[src/rtl/bseq_pkg.sv]
package bseq_pkg;
  typedef enum logic [1:0] {
    TR_IDLE   = 2'b00,
    TR_BUSY   = 2'b01,
    TR_NONSEQ = 2'b10,
    TR_SEQ    = 2'b11
  } trans_e;

  // strobes from control to address datapath
  typedef struct packed {
    logic loadStart;
    logic stepAddr;
  } dpStrobe_t;
endpackage

[src/rtl/bseq_ctrl.sv]
module bseq_ctrl
  import bseq_pkg::*;
#(
  parameter int MAX_BEATS = 16
) (
  input  logic       clk,
  input  logic       rstN,
  input  logic       startValid,
  input  logic [2:0] burstCode,
  input  logic       srcStall,
  input  logic       stopReq,
  input  logic       busReady,
  output logic       startReady,
  output trans_e     transType,
  output logic       burstDone,
  output dpStrobe_t  strobe
);
  localparam int CNT_W = $clog2(MAX_BEATS + 1);

  trans_e           typeQ;
  logic [CNT_W-1:0] beatsLeftQ;
  logic             undefQ;
  logic             doneQ;
  logic             acceptBeat;
  logic             lastBeat;
  logic [CNT_W-1:0] beatsInit;

  always_comb begin
    if (burstCode[2:1] == 2'b00) beatsInit = CNT_W'(1);
    else beatsInit = CNT_W'(1) << ({1'b0, burstCode[2:1]} + 3'd1);
  end

  assign acceptBeat = busReady && (typeQ == TR_NONSEQ || typeQ == TR_SEQ);
  assign lastBeat   = undefQ ? stopReq : (beatsLeftQ == CNT_W'(1));
  assign startReady = (typeQ == TR_IDLE) && busReady;
  assign strobe.loadStart = startReady && startValid;
  assign strobe.stepAddr  = acceptBeat && !lastBeat;

  always_ff @(posedge clk or negedge rstN) begin
    if (!rstN) begin
      typeQ      <= TR_IDLE;
      beatsLeftQ <= '0;
      undefQ     <= 1'b0;
      doneQ      <= 1'b0;
    end else begin
      doneQ <= acceptBeat && lastBeat;
      if (strobe.loadStart) begin
        typeQ      <= TR_NONSEQ;
        beatsLeftQ <= beatsInit;
        undefQ     <= (burstCode == 3'b001);
      end else if (acceptBeat) begin
        if (lastBeat) typeQ <= TR_IDLE;
        else typeQ <= srcStall ? TR_BUSY : TR_SEQ;
        if (!undefQ) beatsLeftQ <= beatsLeftQ - CNT_W'(1);
      end else if (busReady && typeQ == TR_BUSY) begin
        typeQ <= srcStall ? TR_BUSY : TR_SEQ;
      end
    end
  end

  assign transType = typeQ;
  assign burstDone = doneQ;

  // a request taken while idle is followed by a NONSEQ beat
  assert_start_nonseq_R2: assert property (@(posedge clk) disable iff (!rstN)
    (transType == TR_IDLE && busReady && startValid) |=> transType == TR_NONSEQ);
  // type frozen while the bus waits
  assert_wait_hold_type_R7: assert property (@(posedge clk) disable iff (!rstN)
    !busReady |=> $stable(transType));
  // done is a single-cycle pulse landing in IDLE
  assert_done_pulse_R9: assert property (@(posedge clk) disable iff (!rstN)
    burstDone |-> (transType == TR_IDLE) ##1 !burstDone);
  // BUSY only appears inside a burst
  assert_busy_midburst_R6: assert property (@(posedge clk) disable iff (!rstN)
    (transType == TR_BUSY) |-> $past(transType) != TR_IDLE);
endmodule

[src/rtl/bseq_addr_dp.sv]
module bseq_addr_dp
  import bseq_pkg::*;
#(
  parameter int ADDR_W = 32
) (
  input  logic              clk,
  input  logic              rstN,
  input  dpStrobe_t         strobe,
  input  logic [ADDR_W-1:0] startAddr,
  input  logic [2:0]        burstCode,
  input  logic [2:0]        sizeCode,
  input  logic              busReady,
  output logic [ADDR_W-1:0] busAddr
);
  logic [ADDR_W-1:0] addrQ;
  logic [ADDR_W-1:0] startQ;
  logic [2:0]        sizeQ;
  logic [2:0]        beatsLogQ;
  logic              wrapQ;
  logic [3:0]        boundLog;
  logic [ADDR_W-1:0] wrapMask;
  logic [ADDR_W-1:0] stepBytes;
  logic [ADDR_W-1:0] incAddr;
  logic [ADDR_W-1:0] nextAddr;

  assign boundLog  = {1'b0, sizeQ} + {1'b0, beatsLogQ};
  assign wrapMask  = (ADDR_W'(1) << boundLog) - ADDR_W'(1);
  assign stepBytes = ADDR_W'(1) << sizeQ;
  assign incAddr   = addrQ + stepBytes;
  assign nextAddr  = wrapQ ? ((addrQ & ~wrapMask) | (incAddr & wrapMask)) : incAddr;

  always_ff @(posedge clk or negedge rstN) begin
    if (!rstN) begin
      addrQ     <= '0;
      startQ    <= '0;
      sizeQ     <= '0;
      beatsLogQ <= '0;
      wrapQ     <= 1'b0;
    end else if (strobe.loadStart) begin
      addrQ     <= startAddr;
      startQ    <= startAddr;
      sizeQ     <= sizeCode;
      beatsLogQ <= {1'b0, burstCode[2:1]} + 3'd1;
      wrapQ     <= !burstCode[0] && (burstCode[2:1] != 2'b00);
    end else if (strobe.stepAddr) begin
      addrQ <= nextAddr;
    end
  end

  assign busAddr = addrQ;

  // address frozen while the bus waits
  assert_wait_hold_addr_R7: assert property (@(posedge clk) disable iff (!rstN)
    !busReady |=> $stable(busAddr));
  // a wrapping burst never leaves its aligned window
  assert_wrap_window_R4: assert property (@(posedge clk) disable iff (!rstN)
    wrapQ |-> ((busAddr ^ startQ) & ~wrapMask) == '0);
endmodule

[src/rtl/burst_addr_seq.sv]
module burst_addr_seq
  import bseq_pkg::*;
#(
  parameter int ADDR_W    = 32,
  parameter int MAX_BEATS = 16
) (
  input  logic              clk,
  input  logic              rstN,
  input  logic              startValid,
  output logic              startReady,
  input  logic [ADDR_W-1:0] startAddr,
  input  logic [2:0]        burstCode,
  input  logic [2:0]        sizeCode,
  input  logic              srcStall,
  input  logic              stopReq,
  input  logic              busReady,
  output logic [1:0]        transType,
  output logic [ADDR_W-1:0] busAddr,
  output logic              burstDone
);
  dpStrobe_t strobe;
  trans_e    typeInt;

  bseq_ctrl #(.MAX_BEATS(MAX_BEATS)) u_ctrl (
    .clk(clk), .rstN(rstN), .startValid(startValid), .burstCode(burstCode),
    .srcStall(srcStall), .stopReq(stopReq), .busReady(busReady),
    .startReady(startReady), .transType(typeInt), .burstDone(burstDone),
    .strobe(strobe)
  );

  bseq_addr_dp #(.ADDR_W(ADDR_W)) u_dp (
    .clk(clk), .rstN(rstN), .strobe(strobe), .startAddr(startAddr),
    .burstCode(burstCode), .sizeCode(sizeCode), .busReady(busReady),
    .busAddr(busAddr)
  );

  assign transType = typeInt;
endmodule

[config.mk]
export PLATFORM = sky130hd
export DESIGN_NAME = burst_addr_seq
export DESIGN_NICKNAME = d
export VERILOG_FILES = /design/src/rtl/bseq_pkg.sv /design/src/rtl/bseq_ctrl.sv /design/src/rtl/bseq_addr_dp.sv /design/src/rtl/burst_addr_seq.sv
export SDC_FILE = /design/constraint.sdc
export NUM_CORES = 1
export LEC_CHECK = 0
export ABC_AREA = 1
export BUFFER_PORTS_ARGS = -buffer_cell sky130_fd_sc_hd__buf_2
export CAP_MARGIN = 10
export CORE_MARGIN = 5
export CORE_UTILIZATION = 55
export DETAILED_ROUTE_END_ITERATION = 8
export PLACE_DENSITY = 0.81
export SYNTH_ARGS = -nofsm -noshare
export SYNTH_HDL_FRONTEND = slang
export SYNTH_SLANG_ARGS = --single-unit
[constraint.sdc]
create_clock -name clk -period 2.85 [get_ports clk]
set_input_delay 0.57 -clock clk [delete_from_list [all_inputs] [get_ports clk]]
set_output_delay 0.57 -clock clk [all_outputs]
set_load 0.01 [all_outputs]
==> summary.md <==
| Metric | Value |
|---|---|
| Final-stage net count | roughly 780 |
| Layout cell share with drive strength beyond 1 | 0.2281 |
| Post-synth EDFFs | 0 |
| Top-Level Pins | 80 |
| Worst slew pin tran | about 490 ps |
| Core Region | between 0.007 and 0.008 sq mm |
| Post-synth net total | 703 |
| Reg area | approximately 0.0012 sq mm |
| IR drop worst, VDD | around 0.00059 V |
| DP HPWL | 9138 um |
| Chip height | between 90 and 100 um |
| DRC | 0 |
| Cell-internal power | between 0.002 and 0.003 W |
| Cell row count | 32 |
| Initial antenna violation count | 0 |
| CP Capture Type | flop |
| Status | finished clean |
| Worst skew pair latency | just over 300 ps |
| Min Hold Slack | about 170 ps |
| Area Growth Syn to Fin | 16.28% |
| Drt via density | around 5.4 |
| Crit path kind | reg -> reg |
| Seq pwr share | 0.232 |
| Synthesis-stage register bit count | between 40 and 50 |
| Adder-Cell Fraction of Synth Area | 0.06866 |
| Ys async rst share | 1.000 |
| Multi-input logic area | about 0.0026 sq mm |
| Clock root buffer | clkbuf_8 |
| Placement Setup Slack | 14.81 ps |
| ANT nets after route | 0 |
| LEAKAGE | between 2 and 3 nW |
| Worst Reg-to-Reg Cells | 17 |
| Hold WC Path Type | in -> async |
| Simple logic cell fraction of the synthesized area | 0.3433 |
| Wirelength per Cell | about 14 um |
| Mux contribution to synthesized area | 0.002368 |
| Total grt overflow | 0 |
| Clk pwr share | 0.100 |
| Largest family of logic cells by synthesized area | simple AND/OR/NAND/NOR gates |
| Total GRT Usage | 0.2436 |
| Worst path bufs/invs | 5 |
| Max_cap viols | 0 |
| Vias in the first global route | 4240 |
| Tmin final | 2645 ps |
| Cell area after layout | approximately 0.0049 sq mm |
| DP Area | 0.004737 sq mm |
| CP top delay family | adder cells |
| Global-route wire length before repair | a little under 20000 um |
| RD Place Congestion | between 0.9 and 1 |
| # fillers | between 600 and 700 |
| R2r startpoint | u_dp.beatsLogQ[0] |
| DR vias | approximately 4400 |
| Clock tree buffer depth | 2 |
| Worst EP arrival | roughly 2900 ps |
| # diodes | 0 |
| Period utilization | 0.9281 |
| Synth top area share | 0.2841 |
| Final worst slack | roughly 200 ps |
| Initial DRC count | approximately 260 |
| CTS clock-pin slew for the worst setup and hold paths | 100 ps |
| Slew Limit Headroom | 0.6710 |
| Sequential element share of the synthesized area | 0.2841 |
| WL final | approximately 12000 um |
| Clk_skew | 10.50 ps |
| Synth Area in XOR/XNOR | 0.03936 |
| Synth Area in Compound Gates | 0.1628 |
| Post-synth top flop | dfrtp_1 |
| Syn Inst Count | 637 |
| Final core area utilization | 0.6462 |
| Largest net degree at the start of global routing | 35 |
| Setup Viol. Count Final | 0 |
| Syn Area/Cell | around 6.6 sq um |
| Largest cells by area after synthesis | dfrtp_1 28%, nand2_1 15%, inv_1 6.5% |
| Startpoint Class | flop |
| Fmax | roughly 380 MHz |
| Combinational share of power | 0.669 |
| Fin. Hold Viols | 0 |
| Netlist cell types | 44 |
| CTS tree | done |
| R2R Setup Slk | just over 200 ps |
| Die W | 97.68 um |
| Mapped Area | between 0.004 and 0.005 sq mm |
| Max Slew Vio Count | 0 |
| Pwr per Cell Area | between 1000 and 1500 mW/mm^2 |
| Crit Path Max Fanout | 6 |
| P_sw | approximately 0.0033 W |
| Leading area contributor after synthesis | dfrtp_1 |
| Port bufs | around 80 |
| Final std cells w/o fill | 821 |
| Hold_buf cts | 0 |
| Initial Util | 0.5558 |
| Placed cells | ~810 |
| CP max-delay cell | fa_2 |
| Total CTS buffers | 5 |
| Total die area | between 0.009 and 0.01 sq mm |
| Max incr delay on CP | 600 ps |
| CTS sink count | between 40 and 50 |
| Critical-path cell list | ha_1 > inv_1 > fa_2 > inv_2 > nor2_2 > nand2_1 > nor2_1 > inv_1 > ha_1 > nand2_1 > inv_1 > nand2_1 > nand2_1 > nand2_2 > nor2_1 > o21ai_1 > inv_1 |
| Switching Fraction | 0.5399 |
| Pre-antenna DRT Iters | 4 |
| Worst Path Required | 3060 ps |
| Synth warn | 0 |
| Htree depth | 2 |
-- worst max-delay path by stage --
stage | to | from | slack [ps] | depth (start not counted)
2_1_floorplan | flop | u_dp.sizeQ[0] | 260 | 17
3_3_place_gp | flop | u_dp.sizeQ[0] | 140 | 17
3_5_place_dp | flop | u_dp.sizeQ[0] | 10 | 17
4_1_cts | flop | u_dp.sizeQ[1] | 40 | 16
5_1_grt | flop | u_dp.beatsLogQ[0] | -10 | 17
6_report | flop | u_dp.beatsLogQ[0] | 200 | 17
-- per-stage QoR --
step	total power, W	setup TNS, ps
floorplan	0.004367	0
finish	0.006184	0
global placement	0.005335	0
CTS	0.006078	0
global route	0.006773	-16.83
detailed placement	0.005430	0
-- power by group through the flow --
| stage | registers (W) | logic, W | clock network [W] |
|---|---|---|---|
| floorplan | 0.00140 | 0.00297 | 0 |
| global placement | 0.00142 | 0.00391 | 0 |
| detailed placement | 0.00143 | 0.00400 | 0 |
| CTS | 0.00141 | 0.00404 | 0.000625 |
| global route | 0.00147 | 0.00464 | 0.000656 |
| finish | 0.00143 | 0.00414 | 0.000617 |
-- layout make-up --
cell class,count,share of cell area
Multi-Input combinational cell,482,0.5353
Sequential cell,48,0.2446
Timing Repair Buffer,86,0.09366
Inverter,95,0.07254
Tap cell,102,0.02596
Clock buffer,5,0.01400
Clock inverter,3,0.01400
-- metal layers --
layer,GRT usage,share of wire
met1,0.3220,0.43
met2,0.4154,0.49
met3,0.03877,0.066
met4,0.06177,0.015
met5,0,0
-- worst register-to-register path: stages (launching register included) --
cell and delay (ps):
dfrtp_1 370, ha_1 180, inv_1 70, fa_2 600, inv_2 70, nor2_2 110
nand2_1 60, nor2_1 120, inv_1 70, ha_1 210, nand2_1 90, inv_1 50
nand2_1 110, nand2_1 90, nand2_2 140, nor2_1 70, o21ai_1 110, inv_1 50
-- cells in the mapped netlist (3+ instances only) --
master / count
xor2_1: 14
a22oi_1: 5
o21ai_0: 21
ha_1: 20
nor2_1: 64
nand2_4: 6
nand4_1: 6
nand3_1: 35
a31oi_1: 4
nand2_2: 11
nor3_1: 14
o211ai_1: 7
o21ai_1: 12
inv_1: 73
a21oi_1: 43
o221ai_1: 3
a21oi_2: 8
clkbuf_1: 3
nor2_2: 5
xnor2_1: 5
buf_4: 3
nand2_1: 170
buf_2: 6
inv_2: 22
nand3b_1: 3
o22ai_1: 3
dfrtp_1: 48
-- logic make-up after synthesis --
family | after synthesis
and+or+nand+nor | 326
AOI/OAI and AO/OA | 114
buffers and inverters | 107
DFF | 48
adders and majority gates | 22
xor gates and xnor gates | 19
muxes | 1
-- layout by cell type, fill, tap and decap left out, types with 5 or more instances in the layout --
master / Yosys / routed
nand2_1: 170 / 168
buf_2: 6 / 79
inv_1: 73 / 72
nor2_1: 64 / 62
dfrtp_1: 48 / 47
a21oi_1: 43 / 43
nand3_1: 35 / 35
inv_2: 22 / 23
o21ai_0: 21 / 20
ha_1: 20 / 20
xor2_1: 14 / 14
nor3_1: 14 / 13
nand2_2: 11 / 13
o21ai_1: 12 / 13
nor2_2: 5 / 7
a21oi_2: 8 / 7
o211ai_1: 7 / 7
nand2_4: 6 / 6
nand4_1: 6 / 6
buf_4: 3 / 6
xnor2_1: 5 / 5
a22oi_1: 5 / 5
clkbuf_8: 0 / 5
-- repair_timing --
| item | in CTS | in global routing |
|---|---|---|
| pin swaps | 0 | 1 |
| hold endpoints to repair | 0 | 0 |
| setup endpoints to repair | 1 | 17 |
| buffers inserted | 1 | 1 |
| resized for setup | 0 | 10 |
Power figures use the tool's default switching activity.
